--- src/rtl/match_timer.sv ---
module match_timer #(
  parameter int W  = 32,
  parameter int NM = 4
) (
  input  logic         clk,
  input  logic         rst_n,
  input  logic [3:0]   reg_addr,
  input  logic         reg_wr,
  input  logic [31:0]  reg_wdata,
  output logic [31:0]  reg_rdata,
  output logic         irq
);
  localparam int CW = 3 * NM;

  logic [1:0]    ctrl;
  logic [CW-1:0] mctl;
  logic [W-1:0]  pr, tc, pc;
  logic [W-1:0]  mr [NM];
  logic [NM-1:0] flg, ev, ibit, rbit, sbit, clr;

  wire run      = ctrl[0] & ~ctrl[1];
  wire tick     = run && (pc >= pr);
  wire any_rst  = |(ev & rbit);
  wire any_stop = |(ev & sbit);

  assign clr = (reg_wr && reg_addr == 4'd5) ? reg_wdata[NM-1:0] : '0;
  assign irq = |flg;

  for (genvar n = 0; n < NM; n++) begin : g_cmp
    assign ibit[n] = mctl[3*n];
    assign rbit[n] = mctl[3*n+1];
    assign sbit[n] = mctl[3*n+2];
    assign ev[n]   = tick && (tc == mr[n]);

    always_ff @(posedge clk or negedge rst_n)
      if (!rst_n) mr[n] <= '0;
      else if (reg_wr && reg_addr == 4'(8 + n)) mr[n] <= reg_wdata[W-1:0];
  end

  always_ff @(posedge clk or negedge rst_n) begin
    if (!rst_n) begin
      ctrl <= '0;
      mctl <= '0;
      pr   <= '0;
      tc   <= '0;
      pc   <= '0;
      flg  <= '0;
    end else begin
      if (reg_wr && reg_addr == 4'd0) ctrl <= reg_wdata[1:0];
      if (any_stop) ctrl[0] <= 1'b0;
      if (reg_wr && reg_addr == 4'd1) mctl <= reg_wdata[CW-1:0];
      if (reg_wr && reg_addr == 4'd2) pr <= reg_wdata[W-1:0];
      flg <= (flg & ~clr) | (ev & ibit);
      if (ctrl[1]) pc <= '0;
      else if (run) pc <= tick ? '0 : pc + 1'b1;
      if (ctrl[1]) tc <= '0;
      else if (tick) tc <= any_rst ? '0 : (any_stop ? tc : tc + 1'b1);
    end
  end

  always_comb begin
    reg_rdata = '0;
    case (reg_addr)
      4'd0: reg_rdata[1:0]    = ctrl;
      4'd1: reg_rdata[CW-1:0] = mctl;
      4'd2: reg_rdata[W-1:0]  = pr;
      4'd3: reg_rdata[W-1:0]  = tc;
      4'd4: reg_rdata[W-1:0]  = pc;
      4'd5: reg_rdata[NM-1:0] = flg;
      default: ;
    endcase
    for (int n = 0; n < NM; n++)
      if (reg_addr == 4'(8 + n)) reg_rdata[W-1:0] = mr[n];
  end

  a_r3_hold_when_off: assert property (@(posedge clk) disable iff (!rst_n)
    (!ctrl[0] && !ctrl[1]) |=> ($stable(tc) && $stable(pc)));

  a_r4_clear_zero: assert property (@(posedge clk) disable iff (!rst_n)
    ctrl[1] |=> (tc == '0 && pc == '0));

  a_r2_pc_bound: assert property (@(posedge clk) disable iff (!rst_n)
    (run && pc <= pr) |=> (pc <= $past(pr)));

  a_r6_restart_zero: assert property (@(posedge clk) disable iff (!rst_n)
    any_rst |=> (tc == '0));

  a_r7_halt_disables: assert property (@(posedge clk) disable iff (!rst_n)
    any_stop |=> !ctrl[0]);

  a_r9_flags_sticky: assert property (@(posedge clk) disable iff (!rst_n)
    1'b1 |=> (($past(flg & ~clr) & ~flg) == '0));

  a_r10_upper_zero: assert property (@(posedge clk) disable iff (!rst_n)
    (reg_addr == 4'd1) |-> (reg_rdata[31:CW] == '0));
endmodule

--- config.mk ---
export PLATFORM = sky130hd
export DESIGN_NAME = match_timer
export DESIGN_NICKNAME = d
export VERILOG_FILES = /design/src/rtl/match_timer.sv
export SDC_FILE = /design/constraint.sdc
export NUM_CORES = 1
export LEC_CHECK = 0
export BUFFER_PORTS_ARGS = -buffer_cell sky130_fd_sc_hd__buf_2
export CAP_MARGIN = 25
export CORE_ASPECT_RATIO = 1.75
export CORE_MARGIN = 2
export CORE_UTILIZATION = 47
export CTS_CLUSTER_DIAMETER = 50
export DETAILED_ROUTE_END_ITERATION = 16
export GPL_ROUTABILITY_DRIVEN = 1
export PLACE_DENSITY_LB_ADDON = 0.2
export SYNTH_ARGS = -nofsm -noshare
export SYNTH_HDL_FRONTEND = slang
export SYNTH_SLANG_ARGS = --single-unit
--- constraint.sdc ---
create_clock -name clk -period 7.5 [get_ports clk]
set_input_delay 0 -clock clk [delete_from_list [all_inputs] [get_ports clk]]
set_output_delay 0 -clock clk [all_outputs]
set_load 0.01 [all_outputs]
==> results of run 1 <==
synth_stat cells (2+ instances only):
cell and number:
o41ai_1 17, nand3_1 59, o21ai_0 55, nor3_1 15
a32o_1 4, nor3b_1 7, or3_1 6, or4_1 7
mux2_2 182, inv_1 60, o21a_1 2, and3_1 17
o311ai_0 2, a211oi_1 4, a222oi_1 39, ha_1 34
buf_2 33, xor2_1 129, nand2_1 72, o31a_1 2
buf_4 3, nor2b_1 18, a32oi_1 3, nand4_1 28
clkbuf_1 46, nor4_1 43, a22oi_1 39, and2_1 4
a221oi_1 7, a21oi_1 41, a2111oi_0 5, dfrtp_1 242
buf_1 19, nand2b_1 10, o211ai_1 6, nor2_1 69
a31oi_1 21, o31ai_1 23
metal layers:
| layer | global-route usage, % | vias up | routed length (um) |
|---|---|---|---|
| met2 | 54.3 | 540 | 24600 |
| met5 | 0 | - | 0 |
| met3 | 4.00 | 189 | 2940 |
| met4 | 21.8 | 0 | 4200 |
| met1 | 37.4 | 6061 | 18800 |
| li1 | - | 5250 | - |
logic make-up after synthesis:
kind of cell	after synthesis	share of synthesized area, %
simple gates	363	13.1
compound gates	279	14.1
flops	242	42.7
mux	182	14.4
buf+inv	162	4.71
xor+xnor	129	7.96
fa+ha+maj	34	3.00
layout make-up:
cell class | instances | area share (%)
multi-input combinational | 987 | 46.9
sequential | 242 | 37.8
timing repair buffer | 127 | 5.56
clock buffer | 33 | 4.34
tap | 387 | 3.02
inverter | 60 | 1.40
clock inverter | 12 | 1.02
worst register-to-register path, cell delays in order (launching register included):
cell     delay, ns
dfrtp_1       0.49
ha_1          0.35
nand4_1       0.18
nor4_1        0.89
nor3b_1       0.78
o31a_1        0.71
nand2_1       0.35
or4_1         0.55
nand3_1       0.11
worst min-delay path by stage:
| stage | startpoint | endpoint | slack, ns |
|---|---|---|---|
| global route | rst_n | tc[20]$_DFFE_PN0P_ | 0.11 |
| detailed placement | rst_n | tc[20]$_DFFE_PN0P_ | 0.07 |
| global placement | rst_n | tc[20]$_DFFE_PN0P_ | 0.08 |
| floorplan | rst_n | ctrl[0]$_DFFE_PN0P_ | -0.30 |
| CTS | rst_n | tc[20]$_DFFE_PN0P_ | 0.09 |
| finish | rst_n | tc[20]$_DFFE_PN0P_ | 0.05 |
registers in the layout, summed over array words and instances (netlist names):
name / flops
ctrl: 2
flg: 4
mctl: 12
mr: 128
pc: 32
pr: 32
tc: 32
where the power goes:
part / switching (mW) / total (mW) / internal [mW]
Clock: 0.545 / 1.33 / 0.789
Combinational: 0.474 / 0.846 / 0.371
Sequential: 0.267 / 1.80 / 1.53
Total: 1.29 / 3.98 / 2.69
layout by cell type, fill, tap and decap left out, drive strengths merged, types with 2 or more instances in the layout:
cell	instances
ha	34
a21oi	41
inv	60
nand2b	10
a221oi	7
xor2	129
o31ai	23
nor3	15
a32o	4
o211ai	6
o21a	2
and3	17
bufinv	4
nor4	43
o21ai	56
a31oi	21
buf	93
nor2	70
a211oi	4
nor2b	18
nor3b	7
and2	5
o31a	2
a22oi	39
nand3	59
a32oi	3
nand2	72
clkinv	8
o311ai	2
or4	7
a222oi	39
or3	6
o41ai	17
mux2	182
clkbuf	33
a2111oi	6
dlygate4sd3	34
nand4	29
dfrtp	242
what timing repair did:
item                      CTS  global route
hold buffers               34             0
buffers inserted            0             0
hold endpoints to repair  270             0
==> flow_summary.toml, run 1 <==
[outcome]
status = "complete, no violations"

[finish]
finalNonFillerCells = 1848
diodes = 0
drive_gt1_share_pct = 22.4
fin_nets = 1516
multi_input_area_um2 = 7510
num-fill-cells = 2702
final_util_pct = 53.7
area_delta_synth_final_pct = 12.9
seqCellArea_um2 = 6060
design_area_um2 = 16000

[synth]
synthFlopType = "dfrtp_1"
synth_warnings = 0
syn-num-nets = 1464
syn_area_um2 = 14200
syn_inst = 1391
synthDominantCellAreaShare_pct = 42.7
yosysTopAreaCell = "dfrtp_1"
synth_seq_area_share_pct = 42.7
synth-edff-count = 0
synth_area_leaders = "dfrtp_1, mux2_2, xor2_1"
synth-seq-cells = 242
synth.distinct_cells = 56
synthArstFlopShare_pct = 100
syn_area_per_cell_um2 = 10.2

[global_routing]
grt_pass1_vias = 11700
grt_pass1_wl_mm = 75.0
grt_max_degree = 151
overflow = 0
grt_usage_pct = 31.9
grt_antenna_before_repair = 0

[placement]
port_buffers = 71
dpl.cell_count = 1768
place_area_um2 = 14800
gp_congestion = 1.03
hpwlAfterDp_mm = 36.2
dp_slack_ns = 3.20

[critical_path]
path_buf_inv = 0
crit_arrival_ns = 4.93
critPathTopFamily = "simple AND/OR/NAND/NOR gates"
path_class = "reg2reg"
crit_end = "tc[25]$_DFFE_PN0P_"
r2r_start = "pc[26]$_DFFE_PN0P_"
r2r_cells = 8
r2r_slack_ns = 3.03
crit_path_cell_trace = "ha_1 -> nand4_1 -> nor4_1 -> nor3b_1 -> o31a_1 -> nand2_1 -> or4_1 -> nand3_1"
cp.required_ns = 7.97
path_depth = 8
crit_path_end_kind = "register"
worstPathMaxFanout = 13
r2r-end = "tc[25]$_DFFE_PN0P_"
slowest_delay_ns = 0.89
critical_path.slowest_cell = "nor4_1"
crit_start = "pc[26]$_DFFE_PN0P_"
critPathLaunchType = "register"

[timing]
final-setup-viol-count = 0
period_minus_slack_ns = 4.47
fin_crit_sh_pct = 59.6
finalClockSkew_ns = 0.0208
layout_setup_ws_ns = 3.03
relSlewSlack_pct = 28.0
rsz0062_at_grt = "false"
setup_tns_ns = 0
holdWs_ns = 0.0545
fmax_mhz = 224
tightest_slew_ns = 1.07
hold_viol = 0
drv_slew = 0

[die]
fp.dieArea_um2 = 31700
initial_core_util_pct = 47.6
rows = 84
die_h_um = 234
die_w_um = 135
core_area_um2 = 29800
ios = 72

[routing]
postRouteAntennaNets = 0
drcViolationCount = 0
via_per_inst = 6.52
vias = 12000
drt_iter0_drc = 1447
drtPass1Iterations = 9
drt_wl_total_mm = 50.5
wl_per_cell_um = 27.3

[clocking]
cts_resized = 0
cts.path.max_buffers = 3
cts_tree = "done"
clk_latency_ns = 0.55
cts_inserted_buffers = 25
clk_pin_slew_ns = 0.06
clock-root-buffer = "clkbuf_16"
cts.sinks = 242
htreeDepth = 1

[job]
maxCapViolCount = 0

[pwr]
ir_drop_v = 0.000191
total_power_mw = 3.98
p_per_area_nw_per_um2 = 248
power_leakage_nw = 7.36

[hold_path]
min_path_type = "in2async"
(Power assumes the default switching activity.)
==> run 2, diff against run 1 <==
- clock period: 7.5 -> 4.6 ns (I/O delays scaled with it)
==> run 2 against run 1 <==
Compared with the run above:
- sequential power up 62%
- clock-buffer cell count down 2
- critical path depth unchanged
- die area unchanged
- clock power up 73%
- wire length up 1.5%
- worst setup slack worse by 2.5 ns
- final cell count up 1.1%
==> flow_summary.toml, run 2 (same netlist as run 1, synthesis figures left out) <==
[critical_path]
worstPathMaxFanout = 13
critPathLaunchType = "register"
path_class = "reg2reg"
crit_path_end_kind = "register"
crit_arrival_ns = 4.52
cp.required_ns = 5.06

[timing]
finalClockSkew_ns = 0.00844
drv_slew = 0
holdWs_ns = 0.0665
hold_viol = 0
tightest_slew_ns = 1.00
setup_tns_ns = 0
rsz0062_at_grt = "false"
layout_setup_ws_ns = 0.542
relSlewSlack_pct = 32.7
fin_crit_sh_pct = 88.2
final-setup-viol-count = 0
fmax_mhz = 246
period_minus_slack_ns = 4.06

[global_routing]
use_met2_pct = 55.8
grt_antenna_before_repair = 0
grt_pass1_wl_mm = 77.0
met3_usage_pct = 4.15
overflow = 0
met1_usage_pct = 36.7
grt_pass1_vias = 12400
gr-max-usage-layer = "met2"
grt_max_degree = 138
grt_usage_pct = 32.7

[die]
initial_core_util_pct = 47.6
rows = 84
ios = 72
die_w_um = 135
fp.dieArea_um2 = 31700
die_h_um = 234
core_area_um2 = 29800

[finish]
finalNonFillerCells = 1868
final_cell_mix = "dfrtp_1, mux2_2, xor2_1"
diodes = 0
layout_commonest_cell = "dfrtp_1"
final_util_pct = 54.4
fin_nets = 1534
design_area_um2 = 16200
area_delta_synth_final_pct = 14.4
drive_gt1_share_pct = 23.6
largest_register_ffs = 128
top_register = "mr"

[clocking]
htreeDepth = 1
cts_tree = "done"
cts_inserted_buffers = 26
cts_resized = 0
clk_latency_ns = 0.56
clock-root-buffer = "clkbuf_16"
clk_pin_slew_ns = 0.07
postCtsHoldBufs = 35
cts.path.max_buffers = 3
cts.sinks = 242
cts_setup_buffers = 0

[job]
maxCapViolCount = 0

[placement]
port_buffers = 71
place_area_um2 = 15000
dp_slack_ns = 0.648
gp_congestion = 0.976
dpl.cell_count = 1785
hpwlAfterDp_mm = 37.0

[routing]
drt_iter0_drc = 1311
via_per_inst = 6.54
vias = 12200
postRouteAntennaNets = 0
wl_per_cell_um = 27.4
drtPass1Iterations = 7
drcViolationCount = 0
drt_wl_total_mm = 51.2

[pwr]
power_leakage_nw = 7.48
p_per_area_nw_per_um2 = 406
total_power_mw = 6.60
ir_drop_v = 0.000294

[outcome]
status = "complete, no violations"

[hold_path]
min_path_type = "in2reg"
[run 2: cell types whose count changed in the layout (fill, tap and decap cells not counted)]
cell           before  now
clkbuf_8            4    3
buf_16              0    1
buf_8               2    1
dlygate4sd3_1      34   35
clkinvlp_4          0    1
clkbuf_16          25   27
buf_4              20   36
inv_6               0    3
clkinv_2            7    8
clkbuf_1            4    1
[run 2: critical path, cell delays in order (launching register included)]
cell	delay, ns
dfrtp_1	0.46
ha_1	0.33
nand4_1	0.20
nor4_1	0.91
nor3b_1	0.51
o31a_1	0.63
and2_0	0.52
nand2b_1	0.11
a221oi_1	0.28
[run 2: layout make-up]
type,instances,area (um^2)
fill,2690,13600
multi-input combinational,987,7510
clock buffer,31,721
sequential,242,6060
clock inverter,17,203
inverter,60,225
timing repair buffer,144,1030
tap,387,484
[run 2: path summary, 6_finish.rpt]
check / from / cells past startpoint / to / slack, ns
worst max-delay path: pc[29]$_DFFE_PN0P_ / 8 / tc[0]$_DFFE_PN0P_ / 0.54
worst min-delay path: reg_addr[2] / 4 / ctrl[1]$_DFFE_PN0P_ / 0.07
worst max register to register: pc[29]$_DFFE_PN0P_ / 8 / tc[0]$_DFFE_PN0P_ / 0.54
worst min register to register: pc[30]$_DFFE_PN0P_ / 1 / pc[30]$_DFFE_PN0P_ / 0.54
max in group asynchronous: rst_n / 3 / pc[17]$_DFFE_PN0P_ / 3.18
min in group asynchronous: rst_n / 2 / tc[28]$_DFFE_PN0P_ / 0.10
[run 2: power breakdown]
group,internal (mW),leakage (nW),total [mW],switching (mW)
Combinational,0.610,3.94,1.39,0.782
Sequential,2.50,3.08,2.91,0.408
Clock,1.35,0.461,2.30,0.950
[run 2: layer usage]
| layer | wire (um) | part of all wire, % |
|---|---|---|
| met4 | 4660 | 9.1 |
| met5 | 0 | 0 |
| met3 | 3210 | 6.3 |
| met1 | 18000 | 35 |
| met2 | 25300 | 49 |
==> run 3, diff against run 2 <==
- PLACE_DENSITY: not set -> 0.73
- PLACE_DENSITY_LB_ADDON: 0.2 -> not set
==> run 3 against run 2 <==
Compared with the run above:
- via count grew 3.6%
- clock skew grew 0.0054 ns
- die area is the same
- sequential share of layout area shrank 0.11 points
- sequential power is essentially flat
- critical path type unchanged
- largest cell class unchanged
- highest routed layer unchanged
==> flow_summary.toml, run 3 (same netlist as run 1, synthesis figures left out) <==
[die]
rows = 84
fp.dieArea_um2 = 31700
die_w_um = 135
die_h_um = 234
ios = 72
initial_core_util_pct = 47.6
core_area_um2 = 29800

[finish]
drive_gt1_share_pct = 23.2
num-fill-cells = 2574
largest_register_ffs = 128
diodes = 0
layout_commonest_cell = "dfrtp_1"
fin_nets = 1533
finalNonFillerCells = 1864
multi_input_area_um2 = 7510
final_cell_mix = "dfrtp_1, mux2_2, xor2_1"
top_register = "mr"
seqCellArea_um2 = 6060
area_delta_synth_final_pct = 14.7

[clocking]
cts.path.max_buffers = 3
postCtsHoldBufs = 36
cts_resized = 0
cts_inserted_buffers = 25
cts_setup_buffers = 0
cts_tree = "done"
clock-root-buffer = "clkbuf_16"
htreeDepth = 1
cts.sinks = 242
clk_latency_ns = 0.55
clk_pin_slew_ns = 0.07

[critical_path]
path_buf_inv = 2
crit_path_end_kind = "register"
worstPathMaxFanout = 12
critPathLaunchType = "register"
critical_path.slowest_cell = "or2_1"
path_class = "reg2reg"
crit_path_cell_trace = "ha_1 -> nand4_1 -> nor4_1 -> buf_2 -> nor3b_1 -> o31ai_2 -> or2_1 -> buf_12 -> or4_1 -> nand3_1"
critPathTopFamily = "simple AND/OR/NAND/NOR gates"
cp.required_ns = 5.08
crit_arrival_ns = 4.30
slowest_delay_ns = 0.49

[global_routing]
grt_pass1_vias = 12500
overflow = 0
grt_max_degree = 141
grt_antenna_before_repair = 0
grt_usage_pct = 32.6
grt_pass1_wl_mm = 77.1

[placement]
gp_congestion = 1.08
dpl.cell_count = 1782
hpwlAfterDp_mm = 37.0
port_buffers = 71

[pwr]
power_leakage_nw = 7.49
ir_drop_v = 0.000291
p_per_area_nw_per_um2 = 417

[job]
maxCapViolCount = 0

[timing]
fin_crit_sh_pct = 83.1
rsz0062_at_grt = "false"
finalClockSkew_ns = 0.0138
tightest_slew_ns = 1.13
fmax_mhz = 262
setup_tns_ns = 0
relSlewSlack_pct = 24.3
drv_slew = 0
final-setup-viol-count = 0
period_minus_slack_ns = 3.82
holdWs_ns = 0.0803
hold_viol = 0

[routing]
drt_iter0_drc = 1797
wl_per_cell_um = 27.7
vias = 12700
drt_wl_total_mm = 51.7
drcViolationCount = 0
postRouteAntennaNets = 0
drtPass1Iterations = 9
via_per_inst = 6.79

[hold_path]
min_path_type = "in2async"

[outcome]
status = "complete, no violations"
## run 3: cell types whose count changed in the layout (fill, tap and decap cells not counted), sizes merged, moves of 2 or more
cell	previous run	this run
bufinv	4	9
clkbuf	31	28
clkinv	9	3
clkinvlp	1	3
inv	63	61
## run 3: final cells by class
cell class	instances	area share, %
repair buffers	144	6.35
inverters	60	1.38
clock buffers	28	3.97
clock inverters	16	1.98
well taps	387	2.97
flip-flops and latches	242	37.2
multi-input cells	987	46.2
## run 3: worst paths after layout
| check | end | depth (start not counted) | start | slack (ns) |
|---|---|---|---|---|
| setup / recovery | tc[9]$_DFFE_PN0P_ | 10 | pc[29]$_DFFE_PN0P_ | 0.78 |
| hold / removal | tc[20]$_DFFE_PN0P_ | 2 | rst_n | 0.08 |
| setup reg to reg | tc[9]$_DFFE_PN0P_ | 10 | pc[29]$_DFFE_PN0P_ | 0.78 |
| hold reg to reg | flg[0]$_DFF_PN0_ | 1 | flg[0]$_DFF_PN0_ | 0.54 |
| max in group asynchronous | pc[11]$_DFFE_PN0P_ | 3 | rst_n | 3.24 |
| min in group clk | mr[91]$_DFFE_PN0P_ | 3 | reg_wdata[27] | 0.28 |
## run 3: worst reg2reg max path: cells and delay by family (launching register included)
family	cells	cell delay, ns
and+or+nand+nor	6	2.14
adders and majority gates	1	0.35
DFF	1	0.48
AOI/OAI and AO/OA	1	0.31
buffers and inverters	2	0.50
## run 3: stage by stage
step / power, mW / area (um^2) / setup slack (ns) / util [%]
6_report: 6.80 / 16300 / 0.779 / 54.6
5_1_grt: 7.01 / 16300 / 0.685 / 54.6
4_1_cts: 6.73 / 16300 / 0.705 / 54.5
3_5_place_dp: 4.28 / 14900 / 0.727 / 50.0
3_3_place_gp: 4.24 / 14900 / 0.775 / 50.0
2_1_floorplan: 3.67 / 14200 / 1.87 / -
## run 3: where the power goes
group          internal, mW  switching, mW  leakage [nW]
registers              2.50          0.447          3.08
logic                 0.613          0.787          3.95
clock network          1.52          0.930         0.463
## run 3: metal layers
metal	GRT usage, %	wire, um	up-vias
met3	5.53	4240	275
met2	54.1	24700	871
li1	-	-	5292
met1	36.7	17600	6216
met5	0	0	-
met4	26.5	5190	0
